$ cat src/rtl/sop_pkg.sv
package sop_pkg;

  // Field layout of the instruction word; the positions are behaviour.
  localparam int INSTR_W      = 32;
  localparam int AMT_W        = 8;
  localparam int IMM_SEL_BIT  = 25;
  localparam int REG_FORM_BIT = 4;
  localparam int IMM8_W       = 8;
  localparam int ROT_W        = 4;
  localparam int IDX_W        = 4;

  typedef enum logic [1:0] {
    SK_LSL = 2'b00,
    SK_LSR = 2'b01,
    SK_ASR = 2'b10,
    SK_ROR = 2'b11
  } sop_kind_e;

  typedef struct packed {
    logic              imm_form;
    sop_kind_e         kind;
    logic              rrx;
    logic [AMT_W-1:0]  amt;
    logic [ROT_W-1:0]  rot;
    logic [IMM8_W-1:0] imm8;
    logic [IDX_W-1:0]  rm_idx;
  } sop_fields_t;

endpackage

$ cat src/rtl/sop_field_decode.sv
module sop_field_decode
  import sop_pkg::*;
(
  input  logic [INSTR_W-1:0] instr,
  input  logic [AMT_W-1:0]   rs_low,
  output sop_fields_t        fields
);

  logic [4:0] fld_amt;
  logic       reg_form;
  logic       fld_zero;
  logic       unused_bits;

  assign fld_amt     = instr[11:7];
  assign reg_form    = instr[REG_FORM_BIT];
  assign fld_zero    = (fld_amt == 5'd0);
  assign unused_bits = ^{instr[INSTR_W-1:IMM_SEL_BIT+1], instr[IMM_SEL_BIT-1:12]};

  // Every field-amount case is mapped onto the register-amount scale, so
  // a single shifter serves both forms.
  always_comb begin
    fields.imm_form = instr[IMM_SEL_BIT];
    fields.kind     = sop_kind_e'(instr[6:5]);
    fields.rot      = instr[11:8];
    fields.imm8     = instr[7:0];
    fields.rm_idx   = instr[3:0];
    fields.rrx      = 1'b0;
    fields.amt      = {{(AMT_W-5){1'b0}}, fld_amt};
    if (reg_form) begin
      fields.amt = rs_low;
    end else begin
      unique case (sop_kind_e'(instr[6:5]))
        SK_LSR, SK_ASR: if (fld_zero) fields.amt = AMT_W'(32);
        SK_ROR:         fields.rrx = fld_zero;
        default:        ;
      endcase
    end
  end

endmodule

$ cat src/rtl/sop_shift_core.sv
module sop_shift_core
  import sop_pkg::*;
#(
  parameter int DATA_W = 32
) (
  input  sop_kind_e          kind,
  input  logic [AMT_W-1:0]   amt,
  input  logic               rrx,
  input  logic [DATA_W-1:0]  rm,
  input  logic               cin,
  output logic [DATA_W-1:0]  res,
  output logic               cout
);

  localparam int SH_W  = $clog2(DATA_W);
  localparam int NKIND = 4;

  // Each function returns {carry, value}.
  function automatic logic [DATA_W:0] f_lsl(logic [DATA_W-1:0] v, logic [AMT_W-1:0] n, logic c);
    logic [DATA_W:0] t;
    t = {1'b0, v} << n;
    return (n == '0) ? {c, v} : t;
  endfunction

  function automatic logic [DATA_W:0] f_lsr(logic [DATA_W-1:0] v, logic [AMT_W-1:0] n, logic c);
    logic [DATA_W:0] t;
    t = {v, 1'b0} >> n;
    return (n == '0) ? {c, v} : {t[0], t[DATA_W:1]};
  endfunction

  function automatic logic [DATA_W:0] f_asr(logic [DATA_W-1:0] v, logic [AMT_W-1:0] n, logic c);
    logic [DATA_W:0]  t;
    logic [AMT_W-1:0] nc;
    nc = (int'(n) >= DATA_W) ? AMT_W'(DATA_W) : n;
    t  = $signed({v, 1'b0}) >>> nc;
    return (n == '0) ? {c, v} : {t[0], t[DATA_W:1]};
  endfunction

  function automatic logic [DATA_W:0] f_ror(logic [DATA_W-1:0] v, logic [AMT_W-1:0] n, logic c);
    logic [SH_W-1:0]   r;
    logic [DATA_W-1:0] o;
    r = n[SH_W-1:0];
    o = (v >> r) | (v << (DATA_W - int'(r)));
    if (n == '0)       return {c, v};
    else if (r == '0)  return {v[DATA_W-1], v};
    else               return {o[DATA_W-1], o};
  endfunction

  logic [DATA_W:0] cand [NKIND];
  logic [DATA_W:0] rrx_val;
  logic [DATA_W:0] pick;

  for (genvar k = 0; k < NKIND; k++) begin : g_kind
    if (k == int'(SK_LSL)) begin : g_lsl
      assign cand[k] = f_lsl(rm, amt, cin);
    end else if (k == int'(SK_LSR)) begin : g_lsr
      assign cand[k] = f_lsr(rm, amt, cin);
    end else if (k == int'(SK_ASR)) begin : g_asr
      assign cand[k] = f_asr(rm, amt, cin);
    end else begin : g_ror
      assign cand[k] = f_ror(rm, amt, cin);
    end
  end

  assign rrx_val = {rm[0], cin, rm[DATA_W-1:1]};
  assign pick    = rrx ? rrx_val : cand[kind];
  assign res     = pick[DATA_W-1:0];
  assign cout    = pick[DATA_W];

endmodule

$ cat src/rtl/sop_imm_rotate.sv
module sop_imm_rotate
  import sop_pkg::*;
#(
  parameter int DATA_W = 32
) (
  input  logic [IMM8_W-1:0]  imm8,
  input  logic [ROT_W-1:0]   rot,
  input  logic               cin,
  output logic [DATA_W-1:0]  res,
  output logic               cout
);

  localparam int SH_W = ROT_W + 1;

  function automatic logic [DATA_W-1:0] f_rotr(logic [DATA_W-1:0] v, logic [SH_W-1:0] s);
    return (s == '0) ? v : ((v >> s) | (v << (DATA_W - int'(s))));
  endfunction

  logic [DATA_W-1:0] ext;
  logic [SH_W-1:0]   sh;

  assign ext  = {{(DATA_W-IMM8_W){1'b0}}, imm8};
  assign sh   = {rot, 1'b0};
  assign res  = f_rotr(ext, sh);
  assign cout = (rot == '0) ? cin : res[DATA_W-1];

endmodule

$ cat src/rtl/shift_operand_unit.sv
module shift_operand_unit
  import sop_pkg::*;
#(
  parameter int DATA_W = 32
) (
  input  logic [INSTR_W-1:0] instr,
  input  logic [DATA_W-1:0]  rm_val,
  input  logic [AMT_W-1:0]   rs_low,
  input  logic               carry_in,
  output logic [IDX_W-1:0]   rm_idx,
  output logic [DATA_W-1:0]  operand,
  output logic               carry_out
);

  sop_fields_t       fields;
  logic [DATA_W-1:0] sh_res;
  logic              sh_c;
  logic [DATA_W-1:0] im_res;
  logic              im_c;
  logic              imm_sel;
  logic              rrx_hit;

  sop_field_decode u_dec (
    .instr  (instr),
    .rs_low (rs_low),
    .fields (fields)
  );

  sop_shift_core #(.DATA_W(DATA_W)) u_shift (
    .kind (fields.kind),
    .amt  (fields.amt),
    .rrx  (fields.rrx),
    .rm   (rm_val),
    .cin  (carry_in),
    .res  (sh_res),
    .cout (sh_c)
  );

  sop_imm_rotate #(.DATA_W(DATA_W)) u_imm (
    .imm8 (fields.imm8),
    .rot  (fields.rot),
    .cin  (carry_in),
    .res  (im_res),
    .cout (im_c)
  );

  // Named events for the checker.
  assign imm_sel   = fields.imm_form;
  assign rrx_hit   = !fields.imm_form && fields.rrx;

  assign rm_idx    = fields.rm_idx;
  assign operand   = imm_sel ? im_res : sh_res;
  assign carry_out = imm_sel ? im_c   : sh_c;

endmodule

$ cat config.mk
export PLATFORM = sky130hd
export DESIGN_NAME = shift_operand_unit
export DESIGN_NICKNAME = d
export VERILOG_FILES = /design/src/rtl/sop_pkg.sv /design/src/rtl/sop_field_decode.sv /design/src/rtl/sop_shift_core.sv /design/src/rtl/sop_imm_rotate.sv /design/src/rtl/shift_operand_unit.sv
export SDC_FILE = /design/constraint.sdc
export NUM_CORES = 1
export LEC_CHECK = 0
export BUFFER_PORTS_ARGS = -buffer_cell sky130_fd_sc_hd__buf_4
export CAP_MARGIN = 10
export CORE_AREA = 2 2 215 217
export DETAILED_ROUTE_END_ITERATION = 7
export DIE_AREA = 0 0 217 219
export SYNTH_ARGS = -nofsm -noshare
export SYNTH_HDL_FRONTEND = slang
export SYNTH_SLANG_ARGS = --single-unit
$ cat constraint.sdc
create_clock -name vclk -period 9
set_clock_uncertainty 0.2 [all_clocks]
set_input_delay 1.35 -clock vclk [all_inputs]
set_output_delay 1.35 -clock vclk [all_outputs]
set_load 0.01 [all_outputs]
# Yosys cells after proc, flatten, opt, wreduce, memory -nomap -nowiden
# Index checks and enable logic that the tools add are counted.
# word_totals
ff_bits	0
input_bits	73
out_inout_bits	37
word_cells	42
# classes
n_addsub	2
magnitude_cmp	2
eq_ne	3
shifts	7
n_mux	19
bitwise	3
reduce_logical	6
# ops
cell	count
2-to-1 mux 33 bit	8
binary-select mux 33 bit (select 2 bit)	1
2-to-1 mux 32 bit	2
bitwise OR 32 bit	2
<< shifter 32 x 8 -> 33 bit	1
>> shifter 33 x 8 -> 33 bit	1
>>> shifter 33 x 8 -> 33 bit	1
<< shifter 32 x 32 -> 32 bit	1
<< shifter 8 x 32 -> 32 bit	1
>> shifter 32 x 5 -> 32 bit	1
>> shifter 8 x 5 -> 32 bit	1
2-to-1 mux 8 bit	2
logical NOT 5 bit	3
subtractor 6 x 5 -> 7 bit, first input constant	2
2-to-1 mux 6 bit	2
>= comparator 8 x 6 -> 1 bit, second input constant	1
logical NOT 8 bit	1
equality test 2 bit, second input constant	2
logical NOT 4 bit	1
2-to-1 mux 1 bit	4
>= comparator 3 bit, second input constant	1
NOT 2 -> 3 bit	1
equality test 2 x 1 -> 1 bit, second input constant	1
OR reduction 2 bit	1

# Longest topological paths before layout
# depth
ltp_word	14
ltp_mapped	20
ltp_nobuf	13

# By module
# From an unflattened synthesis, not the netlist that was laid out.
# hier_totals
hier_cells	1730
hier_area_um2	12147.9
# modules_own_cells
mod	n_inst	cells_each	area_each_um2	seq_area_each_um2
sop_shift_core	1	1513	10269.8	0.0
sop_imm_rotate	1	148	1043.5	0.0
shift_operand_unit	1	37	555.5	0.0
sop_field_decode	1	32	279.0	0.0

# Least setup slack after synthesis
# Ideal clock, no wire load.
# synth_path
kind	input -> output
start	input port instr[4]
end	output port operand[1]
t_arrival_ps	5440
required_time_ps	7450
setup_slack_ps	2010
stages	20
n_path_buf	7
cell_sequence	buf_6 -> buf_2 -> mux2_4 -> inv_1 -> buf_4 -> buf_2 -> buf_2 -> buf_2 -> ha_1 -> clkbuf_1 -> nand3_1 -> inv_1 -> ha_1 -> inv_1 -> o21ai_1 -> nor2_1 -> a21oi_1 -> a21o_1 -> o2111a_1 -> o21ai_0
# synth_between
elab_chain_cells	11
word_cells_on_any_way	26
classes_between	add/sub: 1; order compare: 1; shift: 6; mux: 14; bitwise: 2; reduce/logical: 2
# synth_rtl
element	line_no	text
start: declaration	shift_operand_unit.sv:6	input logic [INSTR_W-1:0] instr,
2-to-1 mux 8 bit	sop_field_decode.sv:29	if (reg_form) begin
subtractor 6 x 5 -> 7 bit	sop_shift_core.sv:43	o = (v >> r) | (v << (DATA_W - int'(r)));
<< shifter 32 x 32 -> 32 bit	sop_shift_core.sv:43	
bitwise OR 32 bit	sop_shift_core.sv:43	
2-to-1 mux 33 bit	sop_shift_core.sv:45	else if (r == '0) return {v[DATA_W-1], v};
2-to-1 mux 33 bit	sop_shift_core.sv:44	if (n == '0) return {c, v};
binary-select mux 33 bit (select 2 bit)	sop_shift_core.sv:66	assign pick = rrx ? rrx_val : cand[kind];
2-to-1 mux 33 bit (not written as such) (2 in series)	sop_shift_core.sv:66	
2-to-1 mux 33 bit	sop_shift_core.sv:66	
2-to-1 mux 32 bit (*)	shift_operand_unit.sv:52	assign operand = imm_sel ? im_res : sh_res;
end: declaration	shift_operand_unit.sv:11	output logic [DATA_W-1:0] operand,
# Every way passes the cells marked *; elsewhere a longest branch is shown, timed or not. The select of a mux whose other input is x is not followed.

# Worst setup path after layout
# layout_path
start	input port instr[4]
end	output port operand[15]
# Same word-level chain as after synthesis.

==> metrics.cfg <==
[sta]
finalHoldViolations=0
slew_headroom=0.196
fin_crit_ns=8.12
clock.fmax_mhz=123
fin_crit_sh=0.903
drv_slew=0
setup_ws_ns=0.875
rsz0062_at_grt=no
fin_tns_setup_ns=0
tightest_slew_ns=1.21
setup_violations=0

[logic_synthesis]
synthesis.nets=1769
seq_area_frac_synth=0
ys_types=90
synth.top_cell.area_share=0.145
syn_area_um2=11200
synthCells=1692
synth_area_leaders=mux2i_1 (15%), nand2_1 (8.2%), mux4_2 (8.2%)
yosysTopAreaCell=mux2i_1
synth_most_common_cell=nand2_1
avgSynthCellArea_um2=6.63
netlist_top_cells_count=nand2_1 (246), mux2i_1 (163), nor2_1 (129)
yosys_warnings=0

[placed_design]
pre_cts_slack_ns=1.18
hpwl_um=63500
placed_cell_area_um2=12200
io_buffers=91
gp_congestion=1.09

[routing]
drt-initial-drc-count=2837
vias=16111
post_drt_via_cell_ratio=7.20
post_drt_wl_per_cell_um=38.6
drc=0
drt_pass1_iterations=7
ant_nets=0
drt-total-wl_um=86400

[setup_path]
cp_max_fo=43
cp_slowest_cell=a221oi_1
end_kind=output port
max_stage_delay_ns=0.90
cp.required_ns=7.45
worstPathCellList=buf_4 -> mux2_4 -> inv_6 -> ha_1 -> nand3_1 -> inv_1 -> ha_1 -> inv_1 -> o21ai_1 -> a221oi_1 -> o221ai_1 -> a41oi_1 -> buf_4
critical_path_buf_inv_count=5
critPathArrivalTime_ns=6.57
crit_type=in -> out
startpoint_type=primary input
crit_family=compound AO/OA/AOI/OAI gates

[final_layout]
fillCellCount=5137
clkbuf_count=0
seq_cell_count=0
area_delta_synth_final_pct=8.96
final-seq-area_um2=0
post-route-util=0.271
fin_nets=1717
drive_gt1_frac=0.153
fin_area_um2=12200

[floorplanning]
initial_core_util=0.249
core_um2=45100
io_pins=110
die_y_um=219
fp-row-count=78
fp.dieW_um=217
die_area_um2=47500

[global_route]
antenna_found_initial=2
grt_first_pass_wirelength_um=119000
grt_max_degree=68
grt_usage=0.350
grt-ovfl-total=0
grt_pass1_vias=14685

[worst_hold_path]
hp-class=in -> out
hold_depth=2
hold_end=rm_idx[2]
hp-start=instr[2]

[clock_network]
hold_buffers=0
cts_resized=0
postCtsSetupBuffers=0

[run_status]
status=finished, final reports clean

[job]
maxCapViolCount=0

[cell usage in the layout (no fill, tap or decap), types with 14 or more instances in the layout]
master / n
a211oi_1: 36
a21oi_1: 123
a221oi_1: 33
a22o_1: 14
a22oi_1: 36
a31oi_1: 34
and3_1: 14
buf_4: 146
inv_1: 17
mux2_2: 21
mux2i_1: 161
mux4_2: 41
nand2_1: 246
nand2b_1: 21
nand3_1: 69
nor2_1: 128
nor3_1: 40
o211ai_1: 41
o21ai_0: 107
o221ai_1: 30
o22ai_1: 21
o31ai_1: 17
[cell families after synthesis]
logic type      Yosys count  synth area share
mux                     232             0.261
fa+ha+maj                 4           0.00446
simple gates            578             0.229
compound gates          652             0.409
buf+inv                 220            0.0896
xor+xnor                  6           0.00703
[area by class of cell]
class                           instances  area (um^2)  area share
Multi-Input combinational cell       1472        10300       0.841
Timing Repair Buffer                  147         1120      0.0913
Tap cell                              600          751      0.0614
Inverter                               19         76.3     0.00625
Antenna cell                            1         2.50    0.000205
[metal layers]
| layer | track usage | vias up | wire (um) |
|---|---|---|---|
| li1 | - | 6515 | - |
| met1 | 0.470 | 7959 | 34700 |
| met2 | 0.531 | 1364 | 35700 |
| met3 | 0.0663 | 271 | 9850 |
| met4 | 0.183 | 2 | 6120 |
| met5 | 0 | - | 10 |
[worst max path at each step]
stage / startpoint / end / slack (ns) / cells after the start
after floorplan: instr[4] / operand[1] / 2.01 / 20
after global placement: instr[4] / operand[15] / 1.20 / 13
after detailed placement: instr[4] / operand[15] / 1.18 / 13
after CTS: instr[4] / operand[15] / 1.19 / 13
after global routing: instr[4] / operand[15] / 0.84 / 13
final: instr[4] / operand[15] / 0.88 / 13
[metrics by stage]
| stage | instances | hold slack [ns] |
|---|---|---|
| final | 2239 | 2.75 |
| after global routing | 2238 | 2.76 |
| after CTS | 2238 | 2.75 |
| after detailed placement | 2238 | 2.75 |
| after global placement | 2238 | 2.74 |
| after floorplan | 1692 | 2.59 |
